==> src/rtl/pwm_pkg.sv <==
package pwm_pkg;
    typedef enum logic [1:0] {
        ST_OFF  = 2'd0,
        ST_UP   = 2'd1,
        ST_DOWN = 2'd2
    } cnt_state_t;

    localparam int ADDR_W = 2;
    localparam logic [ADDR_W-1:0] A_PERIOD = 2'd0;
    localparam logic [ADDR_W-1:0] A_DUTY   = 2'd1;
    localparam logic [ADDR_W-1:0] A_COUNT  = 2'd2;
endpackage

==> src/rtl/pwm_sync.sv <==
module pwm_sync (
    input  logic clk,
    input  logic rst_n,
    input  logic en,
    output logic run
);
    // enable acts only from the clock edge after it changes
    always_ff @(posedge clk or negedge rst_n) begin
        if (!rst_n) run <= 1'b0;
        else        run <= en;
    end
endmodule

==> src/rtl/pwm_regs.sv <==
module pwm_regs #(
    parameter int W = 8
) (
    input  logic         clk,
    input  logic         rst_n,
    input  logic         run,
    input  logic         load,
    input  logic         wr_per,
    input  logic         wr_duty,
    input  logic [W-1:0] wdata,
    output logic [W-1:0] per_act,
    output logic [W-1:0] duty_act
);
    logic [W-1:0] per_buf;
    logic [W-1:0] duty_buf;

    always_ff @(posedge clk or negedge rst_n) begin
        if (!rst_n) begin
            per_buf  <= '0;
            duty_buf <= '0;
            per_act  <= '0;
            duty_act <= '0;
        end else begin
            if (wr_per)  per_buf  <= wdata;
            if (wr_duty) duty_buf <= wdata;
            if (!run) begin
                // stopped: writes land in both copies
                per_act  <= wr_per  ? wdata : per_buf;
                duty_act <= wr_duty ? wdata : duty_buf;
            end else if (load) begin
                per_act  <= per_buf;
                duty_act <= duty_buf;
            end
        end
    end


    hold_active_chk: assert property (@(posedge clk) disable iff (!rst_n)
        (run && !load) |=> ($stable(per_act) && $stable(duty_act)));


    direct_write_chk: assert property (@(posedge clk) disable iff (!rst_n)
        (!run && wr_duty) |=> (duty_act == $past(wdata)));
endmodule

==> src/rtl/pwm_counter.sv <==
module pwm_counter
    import pwm_pkg::*;
#(
    parameter int W = 8
) (
    input  logic         clk,
    input  logic         rst_n,
    input  logic         run,
    input  logic         tick,
    input  logic         center,
    input  logic         cnt_wr,
    input  logic [W-1:0] per_act,
    output logic [W-1:0] cnt,
    output logic         load
);
    localparam int WE = W + 1;

    cnt_state_t   state_q, state_d;
    logic [W-1:0] cnt_d;
    logic         wrap;
    logic [WE-1:0] cnt_ext, cnt_inc, per_ext;

    assign cnt_ext = {1'b0, cnt};
    assign cnt_inc = cnt_ext + 1'b1;
    assign per_ext = {1'b0, per_act};

    // state register
    always_ff @(posedge clk or negedge rst_n) begin
        if (!rst_n) begin
            state_q <= ST_OFF;
            cnt     <= '0;
        end else begin
            state_q <= state_d;
            cnt     <= cnt_d;
        end
    end

    // next state
    always_comb begin
        state_d = state_q;
        cnt_d   = cnt;
        wrap    = 1'b0;
        if (cnt_wr) begin
            cnt_d   = '0;
            state_d = run ? ST_UP : ST_OFF;
        end else if (!run) begin
            state_d = ST_OFF;
        end else if (tick) begin
            unique case (state_q)
                ST_OFF, ST_UP: begin
                    if (!center) begin
                        if (cnt_inc >= per_ext) begin
                            cnt_d = '0;
                            wrap  = 1'b1;
                        end else begin
                            cnt_d = cnt + 1'b1;
                        end
                        state_d = ST_UP;
                    end else if (cnt_ext >= per_ext) begin
                        cnt_d   = '0;
                        wrap    = 1'b1;
                        state_d = ST_UP;
                    end else begin
                        cnt_d   = cnt + 1'b1;
                        state_d = (cnt_inc >= per_ext) ? ST_DOWN : ST_UP;
                    end
                end
                ST_DOWN: begin
                    if (!center || cnt <= W'(1)) begin
                        cnt_d   = '0;
                        wrap    = 1'b1;
                        state_d = ST_UP;
                    end else begin
                        cnt_d = cnt - 1'b1;
                    end
                end
                default: state_d = ST_OFF;
            endcase
        end
    end

    // outputs
    always_comb begin
        load = cnt_wr | wrap;
    end


    hold_when_idle_chk: assert property (@(posedge clk) disable iff (!rst_n)
        (!(run && tick) && !cnt_wr) |=> $stable(cnt));


    cnt_clear_chk: assert property (@(posedge clk) disable iff (!rst_n)
        cnt_wr |=> (cnt == '0));


    down_nonzero_chk: assert property (@(posedge clk) disable iff (!rst_n)
        (state_q == ST_DOWN) |-> (cnt != '0));
endmodule

==> src/rtl/pwm_wave.sv <==
module pwm_wave #(
    parameter int W = 8
) (
    input  logic         run,
    input  logic         pol,
    input  logic [W-1:0] cnt,
    input  logic [W-1:0] per_act,
    input  logic [W-1:0] duty_act,
    output logic         wave
);
    always_comb begin
        if (!run)                                 wave = ~pol;
        else if (duty_act == '0)                  wave = ~pol;
        else if (duty_act >= per_act || cnt < duty_act) wave = pol;
        else                                      wave = ~pol;
    end
endmodule

==> src/rtl/pwm_chan.sv <==
module pwm_chan
    import pwm_pkg::*;
#(
    parameter int W = 8
) (
    input  logic              clk,
    input  logic              rst_n,
    input  logic              en,
    input  logic              pol,
    input  logic              center,
    input  logic              tick,
    input  logic              wr_en,
    input  logic [ADDR_W-1:0] wr_addr,
    input  logic [W-1:0]      wr_data,
    output logic [W-1:0]      cnt_rd,
    output logic              wave
);
    logic         run;
    logic         load;
    logic         wr_per, wr_duty, wr_cnt;
    logic [W-1:0] per_act, duty_act;

    assign wr_per  = wr_en && (wr_addr == A_PERIOD);
    assign wr_duty = wr_en && (wr_addr == A_DUTY);
    assign wr_cnt  = wr_en && (wr_addr == A_COUNT);

    pwm_sync u_sync (
        .clk   (clk),
        .rst_n (rst_n),
        .en    (en),
        .run   (run)
    );

    pwm_regs #(.W(W)) u_regs (
        .clk      (clk),
        .rst_n    (rst_n),
        .run      (run),
        .load     (load),
        .wr_per   (wr_per),
        .wr_duty  (wr_duty),
        .wdata    (wr_data),
        .per_act  (per_act),
        .duty_act (duty_act)
    );

    pwm_counter #(.W(W)) u_cnt (
        .clk     (clk),
        .rst_n   (rst_n),
        .run     (run),
        .tick    (tick),
        .center  (center),
        .cnt_wr  (wr_cnt),
        .per_act (per_act),
        .cnt     (cnt_rd),
        .load    (load)
    );

    pwm_wave #(.W(W)) u_wave (
        .run      (run),
        .pol      (pol),
        .cnt      (cnt_rd),
        .per_act  (per_act),
        .duty_act (duty_act),
        .wave     (wave)
    );


    idle_out_chk: assert property (@(posedge clk) disable iff (!rst_n)
        !run |-> (wave == ~pol));
endmodule

==> config.mk <==
export PLATFORM = sky130hd
export DESIGN_NAME = pwm_chan
export DESIGN_NICKNAME = d
export VERILOG_FILES = /design/src/rtl/pwm_pkg.sv /design/src/rtl/pwm_sync.sv /design/src/rtl/pwm_regs.sv /design/src/rtl/pwm_counter.sv /design/src/rtl/pwm_wave.sv /design/src/rtl/pwm_chan.sv
export SDC_FILE = /design/constraint.sdc
export NUM_CORES = 1
export LEC_CHECK = 0
export CORE_MARGIN = 3
export CORE_UTILIZATION = 30
export DETAILED_ROUTE_END_ITERATION = 12
export PLACE_DENSITY_LB_ADDON = 0.25
export SETUP_SLACK_MARGIN = 0.3
export SYNTH_ARGS = -nofsm -noshare
export SYNTH_HDL_FRONTEND = slang
export SYNTH_SLANG_ARGS = --single-unit
==> constraint.sdc <==
create_clock -name clk -period 4.05 [get_ports clk]
set_input_delay 0.405 -clock clk [delete_from_list [all_inputs] [get_ports clk]]
set_output_delay 0.405 -clock clk [all_outputs]
set_load 0.1 [all_outputs]
==> impl_metrics.csv <==
group,metric,value,unit
placed_design,placed_cell_area,3370,sq um
setup_path,path_cells,"ha_1 > nand3_2 > nor2_1 > xor2_1 > ha_1 > nand3_1 > o31ai_1 > o21bai_4 > o21ai_4 > buf_4 > mux2i_1",
setup_path,critPathRequiredTime,4280,ps
sta,finalCriticalPeriod,3260,ps
floorplan,die_w,106,um
setup_path,critPathArrivalTime,3500,ps
grt,grt_pass1_vias,2238,
sta,tightest_slew,999,ps
detailed_routing,antenna_left,0,
detailed_routing,drc,0,
sta,worst_slew_margin_rel,33.2,%
clock_network,cts-root-buf,"clkbuf_8",
synth,ys_seq_elements,43,
clock_network,cts-hold-fix-buffers,0,
setup_path,cp-start-kind,"flip-flop",
setup_path,cp_common_cell,"ha_1",
grt,track_usage,13.4,%
setup_path,cpPeakStageDelay,570,ps
clock_network,clk_path_buf_depth,2,
setup_path,worstReg2RegEnd,"u_regs.duty_act[7]",
sta,skew,4.29,ps
synth,yosys.area.top_type,"dfrtp_1",
placed_design,gp_congestion,0.897,
detailed_routing,post_drt_wl_per_cell,15.9,um
grt,grt_max_degree,44,
clock_network,cts_setup_buffers,0,
sta,rsz0062_at_grt,"false",
synth,ys.warnings.count,0,
grt,grt_antenna_before_repair,0,
floorplan,ios,26,
clock_network,cts_sinks,43,
sta,layout_setup_ws,786,ps
floorplan,start_util,31.5,%
clock_network,ctsResizeCount,0,
synth,synth.avg_cell_area,10.2,sq um
grt,grt_pass1_wl,12000,um
floorplan,die-area,11200,sq um
sta,finalCritPeriodShare,80.6,%
synth,synth-seq-area-share,36.1,%
detailed_routing,routed_wl,7120,um
sta,final_hold_viol_count,0,
power_and_ir_drop,cellPowerDensity,446,nW/um^2
synth,synth-edff-count,0,
detailed_routing,vias,2236,
layout,design_area,3460,sq um
synth,ys.flop_type,"dfrtp_1",
grt,grt_overflow,0,
layout,nNetsFinal,368,
synth,syn_nets,344,
detailed_routing,drt_iter0_markers,152,
floorplan,fp.coreArea,9460,sq um
job,drv_cap,0,
synth,syn_area,2980,sq um
floorplan,rows,35,
sta,slew_violations,0,
sta,setup_viol,0,
setup_path,r2r_cells,11,
synth,synth_area_leaders,"dfrtp_1 36%, ha_1 14%, mux2i_1 10%",
clock_network,clock_latency,300,ps
clock_network,clkSlewWorstSetupHoldPaths,90,ps
placed_design,post-place-cells,439,
setup_path,worstPathMaxFanout,11,
setup_path,endpoint_kind,"flip-flop",
setup_path,crit_path_top_delay_cell,"dfrtp_1",
power_and_ir_drop,ir_drop,0.164,mV
clock_network,cts_tree,"yes",
layout,syn_to_final_growth,16.0,%
status,status,"completed",
setup_path,worstSetupPathType,"reg -> reg",
power_and_ir_drop,power.leakage,0.00156,uW
sta,finalSetupTns,0,ps
clock_network,cts_buffers,5,
setup_path,r2r-start,"u_cnt.cnt[0]",
clock_network,h-tree-depth,2,
layout,layout.cells.non_filler,447,
layout,diodes,0,
min_path,hp-class,"in -> async",
sta,fmax,306,MHz
synth,yosysUniqueCellTypes,47,
synth,postSynth.asyncResetShare,100,%
detailed_routing,viasPerCell,5.00,
floorplan,dieHeight,106,um
placed_design,numPortBuffers,25,
synth,synthCells,293,
detailed_routing,first_pass_iters,4,
synth,synth_top_area_share,36.1,%
placed_design,hpwlAfterDp,5280,um
layout,drive_gt1_share,12.9,%
placed_design,place_ws,813,ps
setup_path,rrSetupSlack,790,ps
layout,fill_cells,999,
==> critical path: cells and delay by family (launching register included) <==
kind	cells	cell delay, ps
buffers and inverters	1	300
AO/OA/AOI/OAI	3	1000
AND/OR/NAND/NOR	3	380
flip-flops	1	570
adder cells (fa/ha/maj)	2	620
multiplexers	1	200
XOR/XNOR	1	100
==> cells in the final DEF, fill, tap and decap left out, types with 2 or more instances in the layout <==
cell type        instances
nor4b_1                  2
nand2b_1                 3
and3_1                   4
clkdlybuf4s50_1         23
a31oi_1                  4
clkbuf_8                 5
xor2_1                   4
a21o_1                   5
a21oi_1                 19
nor4_1                   2
nand3_1                  8
o21ai_0                 17
inv_1                   18
clkinvlp_4               2
mux2_2                  17
buf_4                    5
xnor2_1                  4
mux2i_1                 30
nand4_1                  4
dfrtp_1                 43
nor2b_1                  5
nor2_1                  10
nand2_1                 19
or2_2                    2
ha_1                    34
o31ai_1                  3
and2_1                   2
nor3_1                   3
==> worst max-delay path by stage <==
stage | slack, ps | endpoint | startpoint | cells past startpoint
6_report | 790 | u_regs.duty_act[7] | u_cnt.cnt[0] | 11
5_1_grt | 490 | u_regs.duty_act[5] | u_cnt.cnt[0] | 11
4_1_cts | 790 | u_regs.duty_act[0] | u_cnt.cnt[0] | 11
3_5_place_dp | 810 | u_regs.duty_act[0] | u_cnt.cnt[0] | 11
3_3_place_gp | 920 | u_regs.per_act[3] | u_cnt.cnt[0] | 11
2_1_floorplan | 510 | u_regs.per_act[0] | u_cnt.cnt[0] | 10
==> cell type report <==
type | instances | area (sq um) | share of cell area, %
timing repair buffer | 29 | 273 | 7.88
inverter | 18 | 67.6 | 1.95
clock buffer | 5 | 68.8 | 1.99
multi-input combinational | 220 | 1790 | 51.7
clock inverter | 3 | 23.8 | 0.687
tap | 129 | 161 | 4.66
sequential | 43 | 1080 | 31.1
==> through the flow <==
step	power, uW	util, %	hold WS, ps
floorplan	1080	-	109
global placement	1240	35.6	486
detailed placement	1260	35.6	492
CTS	1570	36.6	306
global route	1670	36.6	338
finish	1540	36.6	252
==> state kept, by name, summed over array words and instances (netlist names) <==
| register | flops |
|---|---|
| u_regs.per_buf | 8 |
| u_sync.run | 1 |
| u_regs.per_act | 8 |
| u_cnt.state_q | 2 |
| u_regs.duty_buf | 8 |
| u_cnt.cnt | 8 |
| u_regs.duty_act | 8 |
==> synth_stat cells (all sizes together), types with 2 or more instances <==
cell	n
buf	4
o31ai	3
nor3	3
xnor2	5
nor4	2
ha	34
nor3b	2
nand2	19
nand2b	4
nand4	4
clkbuf	8
inv	18
xor2	4
mux2i	30
a21o	5
a31oi	4
nor4b	2
o21bai	2
mux2	18
nand3	9
nor2b	5
or2	2
and3	4
dfrtp	43
nor2	10
o21ai	18
and2	2
a21oi	19
==> routing by layer <==
metal | global-route usage [%] | up-vias | share of wire (%)
met4 | 3.89 | 0 | 1.5
met5 | 0 | - | 0
li1 | - | 1101 | -
met3 | 2.33 | 8 | 4.4
met2 | 20.3 | 50 | 45
met1 | 19.6 | 1077 | 49
==> where the power goes <==
part | internal [uW] | switching, uW
combinational | 272 | 393
clock | 124 | 171
sequential | 515 | 71.2
total | 910 | 635
==> kinds of logic after synthesis <==
kind of cell	share of synthesized area, %
compound gates	13.0
buf+inv	4.15
fa+ha+maj	14.3
flops	36.1
simple gates	13.0
xor+xnor	2.64
mux	16.9
No activity file was read; power rests on OpenSTA's default activity.
